`config.mk`:
```
export PLATFORM = sky130hd
export DESIGN_NAME = cim_restore_seq
export DESIGN_NICKNAME = d
export VERILOG_FILES = /design/src/rtl/cim_seq_pkg.sv /design/src/rtl/cim_phase_ctrl.sv /design/src/rtl/cim_strobe_gen.sv /design/src/rtl/cim_wl_drive.sv /design/src/rtl/cim_restore_seq.sv
export SDC_FILE = /design/constraint.sdc
export NUM_CORES = 1
export LEC_CHECK = 0
export BUFFER_PORTS_ARGS = -buffer_cell sky130_fd_sc_hd__buf_2
export CAP_MARGIN = 20
export CORE_AREA = 2 2 154 156
export CTS_CLUSTER_DIAMETER = 50
export DETAILED_ROUTE_END_ITERATION = 10
export DIE_AREA = 0 0 156 158
export REMOVE_ABC_BUFFERS = 1
export SLEW_MARGIN = 20
export SYNTH_ARGS = -nofsm -noshare
export SYNTH_HDL_FRONTEND = slang
export SYNTH_HIERARCHICAL = 1
export SYNTH_SLANG_ARGS = --single-unit
```
`constraint.sdc`:
```
create_clock -name clk -period 2.4 [get_ports clk]
set_input_delay 0.24 -clock clk [delete_from_list [all_inputs] [get_ports clk]]
set_output_delay 0.24 -clock clk [all_outputs]
set_load 0.1 [all_outputs]
```
`src/rtl/cim_seq_pkg.sv`:
```
package cim_seq_pkg;
  typedef enum logic [2:0] {
    PH_IDLE = 3'd0,
    PH_COPY = 3'd1,
    PH_COMP = 3'd2,
    PH_RECV = 3'd3,
    PH_DONE = 3'd4
  } phase_t;
endpackage

```
`src/rtl/cim_phase_ctrl.sv`:
```
module cim_phase_ctrl
  import cim_seq_pkg::*;
#(
  parameter int STEPS = 4,
  localparam int SW = $clog2(STEPS)
) (
  input  logic          clk,
  input  logic          rst_n,
  input  logic          start,
  output phase_t        phase,
  output logic [SW-1:0] step,
  output logic          accept
);
  localparam logic [SW-1:0] LAST = SW'(STEPS - 1);

  assign accept = start && (phase == PH_IDLE);

  always_ff @(posedge clk or negedge rst_n) begin
    if (!rst_n) begin
      phase <= PH_IDLE;
      step  <= '0;
    end else begin
      unique case (phase)
        PH_IDLE: begin
          step <= '0;
          if (start) phase <= PH_COPY;
        end
        PH_COPY, PH_COMP, PH_RECV: begin
          if (step == LAST) begin
            step <= '0;
            if (phase == PH_COPY)      phase <= PH_COMP;
            else if (phase == PH_COMP) phase <= PH_RECV;
            else                       phase <= PH_DONE;
          end else begin
            step <= step + 1'b1;
          end
        end
        default: begin
          step  <= '0;
          phase <= PH_IDLE;
        end
      endcase
    end
  end

  AST_COMP_AFTER_COPY: assert property (@(posedge clk) disable iff (!rst_n)
    (phase == PH_COMP && $past(phase) != PH_COMP) |-> $past(phase) == PH_COPY);

  AST_RECV_AFTER_COMP: assert property (@(posedge clk) disable iff (!rst_n)
    (phase == PH_RECV && $past(phase) != PH_RECV) |-> $past(phase) == PH_COMP);

  AST_DONE_ONE_CYCLE: assert property (@(posedge clk) disable iff (!rst_n)
    (phase == PH_DONE) |=> (phase == PH_IDLE));
endmodule

```
`src/rtl/cim_strobe_gen.sv`:
```
module cim_strobe_gen
  import cim_seq_pkg::*;
#(
  parameter int STEPS = 4,
  localparam int SW = $clog2(STEPS)
) (
  input  phase_t        phase,
  input  logic [SW-1:0] step,
  output logic          wl_on,
  output logic          precharge,
  output logic          sa_en,
  output logic          csa_en,
  output logic          busy,
  output logic          done
);
  localparam logic [SW-1:0] WL_STEP    = SW'(1);
  localparam logic [SW-1:0] SENSE_STEP = SW'(2);

  logic active;
  logic sensing;

  always_comb begin
    active    = (phase == PH_COPY) || (phase == PH_COMP) || (phase == PH_RECV);
    sensing   = active && (step >= SENSE_STEP);
    precharge = active && (step < WL_STEP);
    wl_on     = active && (step >= WL_STEP);
    sa_en     = sensing && (phase != PH_COMP);
    csa_en    = sensing && (phase == PH_COMP);
    busy      = active || (phase == PH_DONE);
    done      = (phase == PH_DONE);
  end
endmodule

```
`src/rtl/cim_wl_drive.sv`:
```
module cim_wl_drive
  import cim_seq_pkg::*;
#(
  parameter int NUM_ROWS = 128,
  localparam int ROW_W = $clog2(NUM_ROWS)
) (
  input  phase_t              phase,
  input  logic                wl_on,
  input  logic [ROW_W-1:0]    row_q,
  input  logic [NUM_ROWS-1:0] vec_q,
  output logic [NUM_ROWS-1:0] wl_tgt,
  output logic [NUM_ROWS-1:0] wl_nbr
);
  logic multi;
  assign multi = (phase == PH_COMP);

  for (genvar i = 0; i < NUM_ROWS; i++) begin : g_row
    logic hit;
    assign hit       = (row_q == ROW_W'(i));
    assign wl_tgt[i] = wl_on && (multi ? vec_q[i] : hit);
    assign wl_nbr[i] = wl_on && !multi && hit;
  end
endmodule

```
`src/rtl/cim_restore_seq.sv`:
```
module cim_restore_seq
  import cim_seq_pkg::*;
#(
  parameter int NUM_ROWS = 128,
  parameter int STEPS    = 4,
  localparam int ROW_W = $clog2(NUM_ROWS),
  localparam int SW    = $clog2(STEPS)
) (
  input  logic                clk,
  input  logic                rst_n,
  input  logic                start,
  input  logic [ROW_W-1:0]    row_sel,
  input  logic [NUM_ROWS-1:0] in_rows,
  output logic [NUM_ROWS-1:0] wl_tgt,
  output logic [NUM_ROWS-1:0] wl_nbr,
  output logic                precharge,
  output logic                sa_en,
  output logic                csa_en,
  output logic                busy,
  output logic                done
);
  phase_t              phase;
  logic [SW-1:0]       step;
  logic                accept;
  logic                wl_on;
  logic [ROW_W-1:0]    row_q;
  logic [NUM_ROWS-1:0] vec_q;

  cim_phase_ctrl #(.STEPS(STEPS)) u_ctrl (
    .clk(clk), .rst_n(rst_n), .start(start),
    .phase(phase), .step(step), .accept(accept)
  );

  cim_strobe_gen #(.STEPS(STEPS)) u_strobe (
    .phase(phase), .step(step), .wl_on(wl_on), .precharge(precharge),
    .sa_en(sa_en), .csa_en(csa_en), .busy(busy), .done(done)
  );

  cim_wl_drive #(.NUM_ROWS(NUM_ROWS)) u_wl (
    .phase(phase), .wl_on(wl_on), .row_q(row_q), .vec_q(vec_q),
    .wl_tgt(wl_tgt), .wl_nbr(wl_nbr)
  );

  always_ff @(posedge clk or negedge rst_n) begin
    if (!rst_n) begin
      row_q <= '0;
      vec_q <= '0;
    end else if (accept) begin
      row_q <= row_sel;
      vec_q <= in_rows;
    end
  end

  AST_PRE_NO_WL: assert property (@(posedge clk) disable iff (!rst_n)
    precharge |-> (wl_tgt == '0 && wl_nbr == '0));

  AST_PAIR_ONEHOT: assert property (@(posedge clk) disable iff (!rst_n)
    sa_en |-> ($onehot0(wl_tgt) && wl_tgt != '0 && wl_nbr == wl_tgt));

  AST_COMP_NBR_LOW: assert property (@(posedge clk) disable iff (!rst_n)
    csa_en |-> (wl_nbr == '0));

  AST_SENSE_LAGS_WL: assert property (@(posedge clk) disable iff (!rst_n)
    ($rose(sa_en) || $rose(csa_en)) |-> ($past(busy) && $past(precharge) == 1'b0));

  AST_DONE_PULSE: assert property (@(posedge clk) disable iff (!rst_n)
    done |=> !done);

  AST_BUSY_HOLDS_ROW: assert property (@(posedge clk) disable iff (!rst_n)
    ($past(busy) && busy) |-> ($stable(row_q) && $stable(vec_q)));
endmodule

```
==> results.py, run 1 <==
metrics = {
    "timing": {
        "hold_viol": 0,
        "fin_ws_ps": -325,
        "slew_headroom_pct": 60.9,
        "slew_viol_final": 0,
        "tightest_slew_ps": 586,
        "max_freq_mhz": 367,
        "period_needed_ps": 2720,
        "skew_ps": 9.61,
        "setup_viol": 250,
        "fin_hold_ws_ps": 34.2,
        "period_share_pct": 114,
        "rsz0062_at_grt": "true",
    },
    "logic_synthesis": {
        "synth_edf_count": 0,
        "synth_area_per_cell_um2": 11.6,
        "yosysUniqueCellTypes": 40,
        "yosys.area.top_type_share_pct": 45.3,
        "ys_seq_area_share_pct": 45.3,
        "synth.area.top_cells": "dfrtp_1, o2bb2ai_1, mux2_2",
        "syn_inst": 665,
        "syn-cell-area_um2": 7730,
        "synth_seq_cells": 140,
        "yosysTopAreaCell": "dfrtp_1",
        "synth_flop_cell": "dfrtp_1",
        "ys_warn_count": 6,
        "synth-async-reset-ratio_pct": 100,
    },
    "status": {
        "status": "finished with violations",
        "failed_checks": "setup timing",
    },
    "die": {
        "die_w_um": 156,
        "rows": 56,
        "pin_count": 399,
        "initial_core_util_pct": 33.6,
        "die_y_um": 158,
        "die_area_um2": 24600,
        "placeableCoreArea_um2": 23100,
    },
    "power": {
        "p_leak_nw": 6.89,
        "ir_drop_v": 0.000556,
        "power.density_nw_per_um2": 1100,
        "fin_total_pwr_w": 0.0200,
    },
    "cts": {
        "htreeDepth": 4,
        "cts_num_sinks": 140,
        "cts_tree": "done",
        "clk_pin_slew_ps": 70,
        "cts_buffers": 17,
        "cts_root_buffer": "clkbuf_16",
        "clockBufferDepth": 2,
        "clock_latency_ps": 430,
    },
    "placed_design": {
        "dp_hpwl_um": 22100,
        "dp.cells": 1336,
        "place_congestion": 0.821,
        "port_buffers": 398,
    },
    "cells_and_area": {
        "drive_gt1_share_pct": 79.6,
        "multi_input_area_um2": 6170,
        "final_common_cell": "buf_12",
        "n_fill_cell": 1181,
        "layout_common_cells": "buf_12, buf_2, dfrtp_1, o2bb2ai_4, mux2_2",
        "fin_nets": 1252,
        "final_cells": 1421,
        "synthToLayoutAreaGrowth_pct": 134,
        "seqCellArea_um2": 3500,
    },
    "worst_setup_path": {
        "timing.critical_path.arrival_ps": 2480,
        "r2r-end": "vec_q[31]$_DFFE_PN0P_",
        "critPathLaunch": "u_ctrl/phase[2]$_DFFE_PN0P_",
        "r2r-start": "u_ctrl/phase[0]$_DFFE_PN0P_",
        "critPathMaxFanout": 9,
        "start_kind": "flop",
        "endpoint_kind": "output port",
        "worst-path-buf-inv": 5,
        "critical_path_class": "flop to output port",
        "critPathTopFamily": "buffers and inverters",
        "crit_chain": "nor3_2, buf_4, buf_4, and2_4, buf_6, buf_16, o2bb2ai_1, buf_12",
        "r2r.worst_path.cells": 6,
        "critical_path.most_common_cell": "buf_4",
        "cp.required_ps": 2160,
        "reg2reg_slack_ps": 210,
        "critPathSlowestCell": "dfrtp_1",
        "cpPeakStageDelay_ps": 400,
    },
    "drt": {
        "vias": 7823,
        "wirelength_um": 40000,
        "first_pass_iters": 5,
        "drc": 0,
        "drtIter0Drc": 387,
        "wl_per_cell_um": 28.2,
        "via_per_inst": 5.51,
        "ant_nets": 0,
    },
    "global_route": {
        "grt_usage_pct": 27.6,
        "grt_overflow": 0,
        "grt_pass1_wl_um": 50600,
        "grt_max_degree": 58,
        "grt_pass1_vias": 8025,
        "antenna_found_initial": 6,
    },
    "hold_path": {
        "hp-start": "in_rows[47]",
        "worstHoldPathType": "primary input to flop",
        "hold_depth": 2,
        "min_to": "vec_q[47]$_DFFE_PN0P_",
    },
    "job": {
        "cap_violations": 0,
    },
}
[metal layers]
| layer | track usage [%] | up-vias | routed length (um) |
|---|---|---|---|
| li1 | - | 3332 | - |
| met1 | 33.1 | 4032 | 15600 |
| met4 | 8.74 | 2 | 1140 |
| met5 | 0 | - | 7 |
| met3 | 8.46 | 80 | 2770 |
| met2 | 47.6 | 377 | 20500 |
[cell usage after synthesis, drive strengths merged, types with 3 or more instances]
cell type    n
clkbuf      19
dfrtp      140
mux2       136
nor3b        3
nor2       134
nor2b        5
buf         54
nand3       10
o2bb2ai    126
nand2       10
nand4        3
[worst max-delay path by stage]
| stage | cells after the start | slack [ps] | endpoint |
|---|---|---|---|
| 3_5_place_dp | 7 | -8 | wl_tgt[64] |
| 3_3_place_gp | 7 | 20 | wl_tgt[64] |
| 4_1_cts | 8 | -240 | wl_nbr[25] |
| 6_report | 8 | -320 | wl_tgt[60] |
| 2_1_floorplan | 2 | -16960 | row_q[4]$_DFFE_PN0P_ |
| 5_1_grt | 9 | -380 | wl_tgt[60] |
[sequential cells by signal, summed over array words and instances (netlist names)]
| register | count |
|---|---|
| u_ctrl/phase | 3 |
| row_q | 7 |
| u_ctrl/step | 2 |
| vec_q | 128 |
[per-stage QoR]
stage          worst slack (ps)  setup TNS [ps]  utilization [%]  cell area [um^2]
2_1_floorplan            -16960        -2715260                -              7300
3_3_place_gp               17.7               0             61.3             14100
6_report                   -325          -47000             78.5             18100
3_5_place_dp              -7.71           -7.71             61.3             14100
5_1_grt                    -382          -67610             78.5             18100
4_1_cts                    -236          -35930             70.3             16200
[where the power goes]
group | total [W] | internal, W | switching, W
clock network | 0.00269 | 0.00148 | 0.00121
logic | 0.0124 | 0.00504 | 0.00736
registers | 0.00491 | 0.00357 | 0.00133
total | 0.0200 | 0.0101 | 0.00990
[layout make-up]
cell class,instances,area share (%)
timing repair buffer,502,41.3
tap,290,2.01
sequential,140,19.4
clock inverter,14,0.740
antenna,5,0.0691
multi-input combinational,452,34.1
clock buffer,18,2.43
[repair_timing]
| action | CTS | global route |
|---|---|---|
| gates cloned | 8 | 14 |
| endpoints found under the setup margin | 256 | 256 |
| buffers inserted | 13 | 13 |
| hold buffers | 1 | 0 |
| gates resized for setup | 221 | 222 |
| pin swaps | 3 | 31 |
| hold endpoints to repair | 53 | 0 |
[cell families (layout without fill, tap and decap cells)]
family | count (synthesis) | after routing | synth area share, %
and+or+nand+nor | 182 | 182 | 10.5
xor gates and xnor gates | 1 | 1 | 0.113
adders and majority gates | 1 | 1 | 0.162
buffers and inverters | 73 | 534 | 5.61
DFF | 140 | 140 | 45.3
AOI/OAI and AO/OA | 132 | 132 | 16.0
other | 0 | 5 | 0
muxes | 136 | 136 | 22.3
Note: power is estimated with default switching activity, not from simulation.
==> run 2, diff against run 1 <==
--- a/config.mk
+++ b/config.mk
@@ -7,10 +7,10 @@
 export LEC_CHECK = 0
 export BUFFER_PORTS_ARGS = -buffer_cell sky130_fd_sc_hd__buf_2
 export CAP_MARGIN = 20
-export CORE_AREA = 2 2 154 156
+export CORE_ASPECT_RATIO = 0.75
+export CORE_UTILIZATION = 30
 export CTS_CLUSTER_DIAMETER = 50
 export DETAILED_ROUTE_END_ITERATION = 10
-export DIE_AREA = 0 0 156 158
 export REMOVE_ABC_BUFFERS = 1
 export SLEW_MARGIN = 20
 export SYNTH_ARGS = -nofsm -noshare
==> run 2 against run 1 <==
Clock skew down 1.2 ps; hold slack improved by 5.6 ps; global-route usage is 2.4 points higher; maximum frequency is 0.70% higher; largest cell class unchanged; the run still ends with setup timing left; highest routed layer unchanged; total power up 6.8%; clock power up 5%.
==> results.py, run 2 (same netlist as run 1, synthesis figures left out) <==
metrics = {
    "cts": {
        "htreeDepth": 4,
        "cts_buffers": 17,
        "cts_num_sinks": 140,
        "cts_root_buffer": "clkbuf_16",
        "cts_tree": "done",
        "clock_latency_ps": 430,
        "clockBufferDepth": 2,
        "clk_pin_slew_ps": 70,
    },
    "worst_setup_path": {
        "endpoint_kind": "output port",
        "cp.required_ps": 2160,
        "timing.critical_path.arrival_ps": 2470,
        "critical_path_class": "flop to output port",
        "critical_path.most_common_cell": "buf_12",
        "crit_chain": "nor2_2, nor3_2, buf_4, nand2b_4, or4b_4, buf_12, o2bb2ai_2, buf_12",
        "reg2reg_slack_ps": 110,
        "start_kind": "flop",
        "r2r-start": "u_ctrl/phase[1]$_DFFE_PN0P_",
        "critPathSlowestCell": "or4b_4",
        "worst-path-buf-inv": 3,
        "critPathTopFamily": "simple AND/OR/NAND/NOR gates",
        "r2r.worst_path.cells": 7,
        "crit_cells": 8,
        "r2r-end": "vec_q[62]$_DFFE_PN0P_",
        "critPathLaunch": "u_ctrl/step[1]$_DFF_PN0_",
        "endpoint": "wl_tgt[66]",
        "cpPeakStageDelay_ps": 530,
        "critPathMaxFanout": 18,
    },
    "drt": {
        "via_per_inst": 5.37,
        "ant_nets": 0,
        "wirelength_um": 44000,
        "drtIter0Drc": 388,
        "vias": 7988,
        "first_pass_iters": 4,
        "wl_per_cell_um": 29.6,
        "drc": 0,
    },
    "status": {
        "failed_checks": "setup timing",
        "status": "finished with violations",
    },
    "timing": {
        "rsz0062_at_grt": "true",
        "period_needed_ps": 2710,
        "fin_ws_ps": -306,
        "slew_viol_final": 0,
        "slew_headroom_pct": 65.0,
        "tns_ps": -48310,
        "tightest_slew_ps": 526,
        "max_freq_mhz": 370,
        "period_share_pct": 113,
        "skew_ps": 8.42,
        "hold_viol": 0,
        "fin_hold_ws_ps": 39.8,
        "setup_viol": 256,
    },
    "cells_and_area": {
        "final_cells": 1488,
        "n_fill_cell": 1354,
        "largestRegisters": "vec_q x128, row_q x7, u_ctrl/phase x3",
        "fin_nets": 1269,
        "final_cell_area_um2": 19300,
        "final_common_cell": "buf_12",
        "layout_common_cells": "buf_12, buf_2, dfrtp_1, o2bb2ai_4, nor2_4",
        "largest_reg_flops": 128,
        "seqCellArea_um2": 3500,
        "synthToLayoutAreaGrowth_pct": 150,
        "regMostFlops": "vec_q",
        "drive_gt1_share_pct": 84.2,
        "multi_input_area_um2": 6850,
    },
    "die": {
        "die_w_um": 187,
        "die_area_um2": 26400,
        "initial_core_util_pct": 30.8,
        "placeableCoreArea_um2": 25100,
        "rows": 50,
        "die_y_um": 141,
        "pin_count": 399,
    },
    "global_route": {
        "grt_pass1_wl_um": 58000,
        "grt_usage_pct": 30.0,
        "grt_overflow": 0,
        "grt_max_degree": 57,
        "grt_pass1_vias": 8461,
        "antenna_found_initial": 8,
    },
    "power": {
        "p_clk_share_pct": 13.2,
        "power_frac_comb_pct": 63.3,
        "ir_drop_v": 0.000672,
        "netSwitchingPower_w": 0.0105,
        "power.density_nw_per_um2": 1100,
        "swShare_pct": 49.3,
        "seq_power_share_pct": 23.5,
        "intPower_w": 0.0108,
        "p_leak_nw": 7.20,
    },
    "placed_design": {
        "place_area_um2": 14100,
        "port_buffers": 398,
        "place_congestion": 0.786,
        "dp_hpwl_um": 22000,
        "dp.cells": 1378,
        "preCtsSetupSlack_ps": -54.6,
    },
    "hold_path": {
        "worstHoldPathType": "primary input to flop",
        "hold_depth": 2,
        "hp-start": "in_rows[102]",
    },
    "job": {
        "cap_violations": 0,
    },
}
run 2: what timing repair did:
item / 4_1_cts / 5_1_grt
endpoints found under the hold margin: 34 / 0
cloned: 26 / 14
setup endpoints to repair: 256 / 256
setup buffers: 30 / 13
hold buffers: 1 / 0
resized for setup: 383 / 203
pin swaps: 24 / 29
run 2: layout make-up:
type,instances,share of cell area [%]
timing repair buffer,519,41.1
multi-input combinational,452,35.4
sequential,140,18.1
clock buffer,18,2.27
tap,338,2.19
clock inverter,14,0.873
antenna,7,0.0905
run 2: worst register-to-register path, delay by kind of cell, from the launching register on:
kind / cells / cell delay [ps]
mux: 1 / 380
buf+inv: 5 / 940
simple gates: 1 / 440
flops: 1 / 410
run 2: worst min path at each step:
stage / to / slack [ps]
3_3_place_gp: vec_q[28]$_DFFE_PN0P_ / 170
5_1_grt: vec_q[102]$_DFFE_PN0P_ / 20
6_report: vec_q[102]$_DFFE_PN0P_ / 40
2_1_floorplan: row_q[0]$_DFFE_PN0P_ / -60
4_1_cts: vec_q[111]$_DFFE_PN0P_ / 20
3_5_place_dp: vec_q[108]$_DFFE_PN0P_ / 170
run 2: metal layers:
metal / global-route usage, % / vias up / routed length [um]
met4: 11.0 / 4 / 1540
met5: 0 / - / 27
met3: 7.17 / 88 / 3170
met2: 50.9 / 389 / 22100
met1: 37.0 / 4121 / 17100
li1: - / 3386 / -
run 2: power groups by stage:
stage          clock network, W  registers (W)  logic (W)
5_1_grt                 0.00295        0.00513     0.0139
4_1_cts                 0.00283        0.00477     0.0122
3_3_place_gp                  0        0.00432    0.00948
2_1_floorplan                 0        0.00417    0.00615
6_report                0.00282        0.00502     0.0135
3_5_place_dp                  0        0.00440    0.00960
run 2: through the flow:
| stage | util, % | power [W] |
|---|---|---|
| global route | 76.9 | 0.0219 |
| finish | 76.9 | 0.0213 |
| CTS | 71.6 | 0.0198 |
| global placement | 56.2 | 0.0138 |
| floorplan | - | 0.0103 |
| detailed placement | 56.2 | 0.0140 |
